[src/rtl/upk_pkg.sv]
package upk_pkg;
  localparam int WORD_W   = 32;
  localparam int BYTE_W   = 8;
  localparam int N_BYTES  = WORD_W / BYTE_W;
  localparam int HALF_W   = WORD_W / 2;
  localparam int COLOR_W  = 8;
  localparam int PIX_W    = 3 * COLOR_W;

  localparam logic [1:0] LAYOUT_HALF = 2'd0;
  localparam logic [1:0] LAYOUT_FULL = 2'd3;

  localparam logic [1:0] BUS_DEFAULT = 2'd0;
  localparam logic [1:0] BUS_16      = 2'd1;
  localparam logic [1:0] BUS_18      = 2'd2;
  localparam logic [1:0] BUS_24      = 2'd3;

  typedef struct packed {
    logic load;
    logic upperSel;
  } upkStrobe_t;
endpackage

[src/rtl/upk_ctrl.sv]
module upk_ctrl
  import upk_pkg::*;
(
  input  logic       clk,
  input  logic       rst_n,
  input  logic [1:0] layoutSel,
  input  logic       inValid,
  output logic       inReady,
  output logic       pixValid,
  input  logic       pixReady,
  output upkStrobe_t strobe
);
  logic full, upper;
  logic halfMode, modeOk, pixFire, lastPix;

  assign halfMode = (layoutSel == LAYOUT_HALF);
  assign modeOk   = halfMode || (layoutSel == LAYOUT_FULL);
  assign inReady  = modeOk && !full;
  assign pixValid = modeOk && full;
  assign pixFire  = pixValid && pixReady;
  assign lastPix  = !halfMode || upper;

  assign strobe.load     = inValid && inReady;
  assign strobe.upperSel = upper;

  always_ff @(posedge clk or negedge rst_n) begin
    if (!rst_n) begin
      full  <= 1'b0;
      upper <= 1'b0;
    end else if (strobe.load) begin
      full  <= 1'b1;
      upper <= 1'b0;
    end else if (pixFire) begin
      if (lastPix) begin
        full  <= 1'b0;
        upper <= 1'b0;
      end else begin
        upper <= 1'b1;
      end
    end
  end


  a_r9_no_overlap: assert property (@(posedge clk) disable iff (!rst_n)
    pixValid |-> !inReady);

  a_r8_bad_code_idle: assert property (@(posedge clk) disable iff (!rst_n)
    !modeOk |-> (!inReady && !pixValid));

  a_r2_second_half_follows: assert property (@(posedge clk) disable iff (!rst_n)
    (pixFire && halfMode && !upper) |=> (pixValid || !modeOk));

  a_r3_one_pixel_per_word: assert property (@(posedge clk) disable iff (!rst_n)
    (pixFire && layoutSel == LAYOUT_FULL) |=> !pixValid);
endmodule

[src/rtl/upk_datapath.sv]
module upk_datapath
  import upk_pkg::*;
(
  input  logic                clk,
  input  logic                rst_n,
  input  upkStrobe_t          strobe,
  input  logic [WORD_W-1:0]   inData,
  input  logic [N_BYTES-1:0]  byteEn,
  input  logic [1:0]          layoutSel,
  input  logic [1:0]          busSel,
  output logic [PIX_W-1:0]    pixData
);
  logic [WORD_W-1:0]  gatedIn;
  logic [WORD_W-1:0]  wordReg;
  logic [HALF_W-1:0]  halfWord;
  logic [COLOR_W-1:0] red, green, blue;

  for (genvar b = 0; b < N_BYTES; b++) begin : g_byteGate
    assign gatedIn[b*BYTE_W +: BYTE_W] = inData[b*BYTE_W +: BYTE_W] & {BYTE_W{byteEn[b]}};
  end

  always_ff @(posedge clk or negedge rst_n) begin
    if (!rst_n)           wordReg <= '0;
    else if (strobe.load) wordReg <= gatedIn;
  end

  assign halfWord = strobe.upperSel ? wordReg[WORD_W-1:HALF_W] : wordReg[HALF_W-1:0];

  // Expand every source pixel to 8-8-8 first; narrowing then only keeps top bits.
  always_comb begin
    if (layoutSel == LAYOUT_HALF) begin
      red   = {halfWord[15:11], halfWord[15:13]};
      green = {halfWord[10:5],  halfWord[10:9]};
      blue  = {halfWord[4:0],   halfWord[4:2]};
    end else begin
      red   = wordReg[23:16];
      green = wordReg[15:8];
      blue  = wordReg[7:0];
    end
  end

  always_comb begin
    case (busSel)
      BUS_16:  pixData = {8'd0, red[7:3], green[7:2], blue[7:3]};
      BUS_18:  pixData = {6'd0, red[7:2], green[7:2], blue[7:2]};
      default: pixData = {red, green, blue};
    endcase
  end
endmodule

[src/rtl/pixel_unpacker.sv]
module pixel_unpacker
  import upk_pkg::*;
(
  input  logic              clk,
  input  logic              rst_n,
  input  logic [1:0]        layoutSel,
  input  logic [N_BYTES-1:0] byteEn,
  input  logic [1:0]        busSel,
  input  logic              inValid,
  input  logic [WORD_W-1:0] inData,
  output logic              inReady,
  output logic              pixValid,
  output logic [PIX_W-1:0]  pixData,
  input  logic              pixReady
);
  upkStrobe_t strobe;

  upk_ctrl ctrl_i (
    .clk(clk), .rst_n(rst_n), .layoutSel(layoutSel),
    .inValid(inValid), .inReady(inReady),
    .pixValid(pixValid), .pixReady(pixReady), .strobe(strobe)
  );

  upk_datapath dp_i (
    .clk(clk), .rst_n(rst_n), .strobe(strobe), .inData(inData),
    .byteEn(byteEn), .layoutSel(layoutSel), .busSel(busSel), .pixData(pixData)
  );


  a_r10_hold_on_stall: assert property (@(posedge clk) disable iff (!rst_n)
    (pixValid && !pixReady) |=> (pixValid && $stable(pixData)));
endmodule

[config.mk]
export PLATFORM = sky130hd
export DESIGN_NAME = pixel_unpacker
export DESIGN_NICKNAME = d
export VERILOG_FILES = /design/src/rtl/upk_pkg.sv /design/src/rtl/upk_ctrl.sv /design/src/rtl/upk_datapath.sv /design/src/rtl/pixel_unpacker.sv
export SDC_FILE = /design/constraint.sdc
export NUM_CORES = 1
export LEC_CHECK = 0
export BUFFER_PORTS_ARGS = -buffer_cell sky130_fd_sc_hd__buf_2
export CORE_MARGIN = 3
export CORE_UTILIZATION = 55
export CTS_BUF_LIST = sky130_fd_sc_hd__clkbuf_8
export DETAILED_ROUTE_END_ITERATION = 6
export GPL_ROUTABILITY_DRIVEN = 0
export GPL_TIMING_DRIVEN = 0
export PLACE_DENSITY = 0.84
export SLEW_MARGIN = 20
export SYNTH_ARGS = -nofsm -noshare
export SYNTH_HDL_FRONTEND = slang
export SYNTH_SLANG_ARGS = --single-unit
[constraint.sdc]
create_clock -name clk -period 3.3 [get_ports clk]
set_input_delay 0.495 -clock clk [delete_from_list [all_inputs] [get_ports clk]]
set_output_delay 0.495 -clock clk [all_outputs]
set_load 0.01 [all_outputs]
# Yosys cells after proc, flatten, opt, wreduce, memory -nomap -nowiden
# Index checks and enable logic that the tools add are counted.
[op_classes]
bitwise_logic = 4
eq_ne = 3
n_reduce_logical = 12
n_mux = 11
[ops]
columns = ["cell", "count"]
rows = [
  ["$pmux 24 s2", 1],
  ["$and 8x8->8", 4],
  ["$mux 8", 3],
  ["$mux 16", 1],
  ["$mux 1", 6],
  ["$eq 2x2->1 const B", 2],
  ["$logic_and 1x1->1", 4],
  ["$reduce_bool 2->1", 2],
  ["$eq 2x1->1 const B", 1],
  ["$logic_not 1->1", 2],
  ["$logic_not 2->1", 1],
  ["$logic_or 1x1->1", 2],
  ["$reduce_and 2->1", 1],
]
[word_totals]
input_bits = 44
regBits = 34

# Depth between registers and ports, before layout
# Gate-level depths: netlist of run 1.
[logic_depth]
word_depth = 6
ltp_mapped = 7
ltp_nobuf = 5

# By module
# A second synthesis of run 1 with hierarchy kept.
[unflattened]
cells_unflattened = 268
hier_area_um2 = 2439.8
[modules_own_cells]
columns = ["mod", "area_per_inst_um2", "seq_area_each_um2", "instances", "cells_per_inst"]
rows = [
  ["upk_datapath", 2280.9, 800.8, 1, 249],
  ["upk_ctrl", 158.9, 50.0, 1, 19],
]

# Least setup slack after synthesis of run 1
# OpenSTA, ideal clock, no wires.
[synth_timing]
kind = "input -> output"
startpoint = "input busSel[0]"
endpoint = "output pixData[10]"
slack_ns = 1.237
stages = 6
required_time_ns = 2.805
arrival_ns = 1.568
cell_sequence = "inv_1 ha_1 buf_2 nand2b_1 a211oi_1 a221o_1"
[synth_via]
elab_chain_cells = 2
word_cells_on_any_way = 3
[synth_rtl]
columns = ["element", "line", "rtl"]
rows = [
  ["start, declared", "pixel_unpacker.sv:8", "input logic [1:0] busSel,"],
  ["$eq 2x2->1 or $eq 2x1->1 (tied branches)", "upk_datapath.sv:43", "case (busSel)"],
  ["$pmux 24 s2 (*)", "upk_datapath.sv:43", ""],
  ["end, declared", "pixel_unpacker.sv:13", "output logic [PIX_W-1:0] pixData,"],
]
# Every way passes the cells marked *; elsewhere a longest branch is shown, timed or not.

# Worst setup path after layout of run 1
[layout_timing]
startpoint = "input busSel[0]"
endpoint = "output pixData[7]"
# Same word-level chain as after synthesis.

==> impl_metrics.json, run 1 <==
{
  "drc": 0,
  "setup-violations-final": 0,
  "rrSetupSlack_ns": 1.91,
  "timing.final.crit_share_pct": 75.3,
  "dr.pass1.iters": 7,
  "numCtsBuffers": 5,
  "holdBufCountCts": 0,
  "min_period_ns": 2.48,
  "comb_power_share_pct": 45.5,
  "yosysTopAreaCellShare_pct": 36.5,
  "p_clk_share_pct": 16.8,
  "p_int_mw": 1.12,
  "syn_area_per_cell_um2": 8.45,
  "finalNetCount": 395,
  "io_buffers": 65,
  "totalPowerFinal_mw": 1.91,
  "maxCapViolCount": 0,
  "ir_drop_mv": 0.391,
  "root_buffer": "clkbuf_8",
  "overflow": 0,
  "dp_cells": 391,
  "chipHeight_um": 71.1,
  "hp-class": "primary input to asynchronous set/reset pin",
  "io_pins": 70,
  "die-area_um2": 5060,
  "outcome": "complete, no violations",
  "synth_flop_cell": "dfrtp_1",
  "postRouteAntennaNets": 0,
  "rsz0062_at_grt": "false",
  "vias_per_cell": 5.85,
  "slew_violations": 0,
  "slew_headroom_pct": 51.0,
  "synthTopCellsByCount": "nand2_1 (66), dfrtp_1 (34), nor2_1 (26), a211oi_1 (18), o21ai_2 (17)",
  "h-tree-depth": 2,
  "instances_no_fill": 399,
  "dieWidth_um": 71.1,
  "path_class": "primary input to output pin",
  "cp-start-kind": "primary input",
  "ys_top_cells_by_area": "dfrtp_1 (36%), nand2_1 (11%), a221o_1 (6.9%)",
  "tightest_slew_ns": 0.735,
  "grt_max_degree": 35,
  "dr_total_vias": 2335,
  "powerDensity_nw_per_um2": 679,
  "skew_ns": 0.00592,
  "grt_pass1_vias": 2145,
  "synthCells": 276,
  "yosysWarnings": 0,
  "antenna_found_initial": 0,
  "crit_fanout": 10,
  "synth-seq-cells": 34,
  "synthesis.nets": 323,
  "path_clk_slew_ns": 0.07,
  "clkLatencyLatePin_ns": 0.28,
  "area_growth_pct": 20.7,
  "yosysUniqueCellTypes": 26,
  "post-synth-top-count-cell": "nand2_1",
  "hold_violations": 0,
  "tns_ns": 0,
  "track_usage_pct": 24.3,
  "dpl.hpwl_um": 4760,
  "grt_pass1_wl_um": 9710,
  "p_sw_uw": 793,
  "yosys.area.top_type": "dfrtp_1",
  "cp-end-kind": "output pin",
  "cts_tree": "yes",
  "power_frac_seq_pct": 37.8,
  "drt_wl_total_um": 6030,
  "insertedDiodeCount": 0,
  "floorplan.initialDensity_pct": 57.5,
  "clk_path_buf_depth": 2,
  "synth_area_um2": 2330,
  "cts.sinks": 34,
  "regToRegEndpoint": "dp_i.wordReg[18]$_DFFE_PN0P_",
  "reg2reg_depth": 5,
  "power.leakage_nw": 1.34,
  "wire_per_inst_um": 15.1,
  "synth-edff-count": 0,
  "netSwitchingFraction_pct": 41.5,
  "rows": 23,
  "cts_resized": 0,
  "cp.arrival_ns": 1.99,
  "fmax_mhz": 403,
  "post_cts_buffers": 0,
  "first_iter_violations": 177,
  "worstPathRequired_ns": 2.80,
  "async_reset_ff_share_pct": 100,
  "r2r_start": "ctrl_i.full$_DFFE_PN0P_",
  "core-area_um2": 4060,
  "layout-drive-gt1-share_pct": 32.1,
  "ys_seq_area_share_pct": 36.5
}
[stage by stage]
step | hold WS, ns | worst slack [ns] | utilization, % | cell area, um2
2_1_floorplan | 0.199 | 1.24 | - | 2330
6_report | 0.267 | 0.816 | 69.4 | 2820
4_1_cts | 0.294 | 0.868 | 69.4 | 2820
3_3_place_gp | 0.469 | 0.889 | 67.0 | 2720
3_5_place_dp | 0.472 | 0.872 | 67.0 | 2720
5_1_grt | 0.331 | 0.770 | 69.4 | 2820
[power groups by stage]
stage,Combinational (mW),Sequential (mW),Clock (mW)
2_1_floorplan,0.646,0.667,0
3_3_place_gp,0.833,0.715,0
3_5_place_dp,0.855,0.723,0
4_1_cts,0.858,0.717,0.320
5_1_grt,0.951,0.736,0.337
6_report,0.868,0.722,0.320
[area by class of cell]
class,count,area (um2)
Buffer,24,155
Multi-Input combinational cell,213,1310
Inverter,5,18.8
Tap cell,50,62.6
Timing Repair Buffer,65,325
Sequential cell,34,851
Fill cell,350,1240
Clock inverter,2,12.5
Clock buffer,6,82.6
[worst max-delay path by stage]
stage,start,end,slack (ns),depth (start not counted)
6_report,busSel[0],pixData[7],0.82,8
5_1_grt,busSel[0],pixData[14],0.77,8
4_1_cts,busSel[0],pixData[7],0.87,8
3_5_place_dp,busSel[0],pixData[7],0.87,8
3_3_place_gp,busSel[0],pixData[10],0.89,8
2_1_floorplan,busSel[0],pixData[10],1.24,6
[cells in the final DEF, fill, tap and decap left out]
cell type   synthesis  final
a211oi_1           18     18
a21oi_1            16     16
a21oi_2             1      1
a221o_1            16     16
a22o_1              2      2
and2_1              4      4
buf_1               5      5
buf_2               7     72
buf_4               1      1
buf_6               7      7
clkbuf_1            4      4
clkbuf_8            0      6
clkinv_2            0      1
clkinvlp_4          0      1
dfrtp_1            34     34
ha_1                3      3
inv_1               5      5
mux2i_1            11     11
mux2i_2             4      4
mux2i_4             1      1
nand2_1            66     66
nand2b_1            3      3
nor2_1             26     26
nor2b_1             5      5
nor4bb_1            1      1
o21ai_0             3      3
o21ai_1            15     15
o21ai_2            17     17
or3b_4              1      1
[layer usage]
metal	GRT usage, %	vias up	wire [um]
met5	0	-	0
met4	10.6	0	170
met3	6.11	23	586
met2	39.0	139	2730
met1	31.0	1057	2550
li1	-	1116	-
[logic make-up after synthesis]
family                     count (synthesis)  share of synthesized area (%)
AOI/OAI and AO/OA                         88                           27.5
adders and majority gates                  3                           1.61
buffers and inverters                     29                           7.46
DFF                                       34                           36.5
muxes                                     16                           8.05
and+or+nand+nor                          106                           18.9
[sequential cells by signal, indices dropped and copies added (netlist names)]
signal        flops
dp_i.wordReg     32
ctrl_i.full       1
ctrl_i.upper      1
[critical path, cell delays in order]
cell and delay [ns]:
buf_2 0.09, inv_1 0.04, ha_1 0.30, buf_2 0.19
nand2b_1 0.27, a211oi_1 0.32, a221o_1 0.16, buf_2 0.13
Power figures use the tool's default switching activity.
==> inputs of run 2 (changes only) <==
ABC_AREA = 1   (was not set)
CORE_UTILIZATION = 54   (was 55)
PLACE_DENSITY = 0.82   (was 0.84)
clock period = 2.5 ns   (was 3.3 ns; I/O delays follow)
==> run 2 against run 1 <==
  * Cell count increased by 16%
  * Sequential power increased by 29%
  * Die area increased by 7.4%
  * Sequential share of layout area decreased by 1.6 points
  * Critical endpoint is now pixData[15]
  * Utilization increased by 1.4 points
  * Critical path depth unchanged
  * Via count increased by 7.9%
  * Power increased by 53%
  * Largest cell class unchanged
==> impl_metrics.json, run 2 <==
{
  "largest_register_ffs": 32,
  "tns_ns": 0,
  "outcome": "complete, no violations",
  "clkLatencyLatePin_ns": 0.29,
  "postRouteAntennaNets": 0,
  "antenna_found_initial": 0,
  "yosys.area.top_type": "dfrtp_1",
  "worstPathRequired_ns": 2.12,
  "synthCells": 341,
  "min_period_ns": 2.01,
  "drc": 0,
  "skew_ns": 0.00259,
  "dpl.hpwl_um": 5190,
  "grt_pass1_wl_um": 11000,
  "wire_per_inst_um": 14.3,
  "synth_area_um2": 2480,
  "rrSetupSlack_ns": 1.36,
  "chipHeight_um": 73.7,
  "holdBufCountCts": 0,
  "cts_tree": "yes",
  "synth_flop_cell": "dfrtp_1",
  "overflow": 0,
  "drt_wl_total_um": 6620,
  "tightest_slew_ns": 0.757,
  "area_growth_pct": 20.1,
  "path_clk_slew_ns": 0.07,
  "regToRegEndpoint": "dp_i.wordReg[10]$_DFFE_PN0P_",
  "powerDensity_nw_per_um2": 986,
  "path_class": "primary input to output pin",
  "crit_path_frequent_cell": "buf_2",
  "ir_drop_mv": 0.640,
  "clk_path_buf_depth": 2,
  "power.leakage_nw": 1.61,
  "regMostFlops": "dp_i.wordReg",
  "synthTopCellsByCount": "nand2_1 (128), nand3_1 (65), dfrtp_1 (34), inv_1 (29), o21ai_2 (21)",
  "io_buffers": 65,
  "reg2reg_depth": 6,
  "root_buffer": "clkbuf_8",
  "post_cts_buffers": 0,
  "die-area_um2": 5430,
  "fmax_mhz": 496,
  "track_usage_pct": 26.6,
  "rows": 23,
  "design_area_um2": 2970,
  "grt_max_degree": 35,
  "dr_total_vias": 2520,
  "final_common_cell": "nand2_1",
  "synth-edff-count": 0,
  "slew_headroom_pct": 49.6,
  "cts_resized": 0,
  "cp-end-kind": "output pin",
  "largest_registers": "dp_i.wordReg (32), ctrl_i.full (1), ctrl_i.upper (1)",
  "cp-startpoint": "busSel[0]",
  "maxCapViolCount": 0,
  "final_cell_mix": "nand2_1 (128), buf_2 (70), nand3_1 (65)",
  "setup-violations-final": 0,
  "instances_no_fill": 464,
  "layout-drive-gt1-share_pct": 32.4,
  "r2r_start": "ctrl_i.full$_DFFE_PN0P_",
  "cp.arrival_ns": 1.64,
  "crit_slowest_cell": "ha_1",
  "n_fill_cell": 368,
  "hold_violations": 0,
  "synth-seq-cells": 34,
  "async_reset_ff_share_pct": 100,
  "placed_area_um2": 2860,
  "dp_cells": 456,
  "dieWidth_um": 73.7,
  "yosysWarnings": 0,
  "vias_per_cell": 5.43,
  "timing.hold.ws_ns": 0.150,
  "first_iter_violations": 242,
  "floorplan.initialDensity_pct": 58.9,
  "slew_violations": 0,
  "dr.pass1.iters": 6,
  "io_pins": 70,
  "ys_seq_area_share_pct": 34.4,
  "path_cells": "buf_2 > inv_1 > ha_1 > nor2_4 > buf_4 > nand2_1 > nand3_1 > buf_2",
  "grt_pass1_vias": 2274,
  "insertedDiodeCount": 0,
  "rsz0062_at_grt": "false",
  "core-area_um2": 4200,
  "finalNetCount": 460,
  "cp_slowest_stage_delay_ns": 0.37,
  "yosysUniqueCellTypes": 22,
  "crit_fanout": 10,
  "timing.final.crit_share_pct": 80.6,
  "yosysTopAreaCellShare_pct": 34.4,
  "ys_top_cells_by_area": "dfrtp_1 (34%), nand2_1 (19%), nand3_1 (13%)",
  "hp-class": "primary input to asynchronous set/reset pin",
  "numCtsBuffers": 5,
  "h-tree-depth": 2,
  "cts.sinks": 34,
  "cp-start-kind": "primary input",
  "post-synth-top-count-cell": "nand2_1",
  "synthesis.nets": 388,
  "syn_area_per_cell_um2": 7.26
}
-- run 2: cells by family (layout without fill, tap and decap cells) --
kind of cell             Yosys count  count (layout)  synth area share, %
adder cells (fa/ha/maj)            3               3                 1.52
AO/OA/AOI/OAI                     39              39                 11.2
AND/OR/NAND/NOR                  213             213                 40.1
buffers and inverters             52             125                 12.8
flip-flops                        34              34                 34.4
-- run 2: routing by layer --
metal,part of all wire (%),up-vias,global-route usage [%]
met5,0,-,0
met4,2.2,0,9.46
met3,8.4,14,5.06
met2,46,133,40.3
met1,44,1136,37.8
li1,-,1237,-
-- run 2: worst max-delay path by stage --
stage | end | depth (start not counted) | slack [ns]
global route | pixData[10] | 8 | 0.41
finish | pixData[15] | 8 | 0.49
detailed placement | pixData[15] | 8 | 0.49
floorplan | pixData[10] | 6 | 0.81
global placement | pixData[15] | 8 | 0.51
CTS | pixData[15] | 8 | 0.50
-- run 2: critical path: cells and delay by family --
family / cells / cell delay [ns]
buf+inv: 4 / 0.47
fa+ha+maj: 1 / 0.37
simple gates: 3 / 0.41
-- run 2: layout make-up --
type	instances	area (um2)	area share [%]
buffer	21	194	6.52
clock buffer	8	110	3.70
inverter	31	124	4.16
multi-input combinational	255	1310	44.0
sequential	34	851	28.6
tap	50	62.6	2.10
timing repair buffer	65	325	10.9
-- run 2: report_power, final --
group          total (mW)  internal (mW)  switching (mW)
sequential          0.930          0.789           0.141
clock               0.484          0.278           0.206
combinational        1.52          0.586           0.931
-- run 2: metrics by stage --
step	worst slack, ns	total power [mW]	utilization, %
4_1_cts	0.497	2.93	70.8
6_report	0.485	2.93	70.8
5_1_grt	0.414	3.16	70.8
3_5_place_dp	0.495	2.44	68.2
3_3_place_gp	0.513	2.40	68.2
2_1_floorplan	0.807	2.01	-
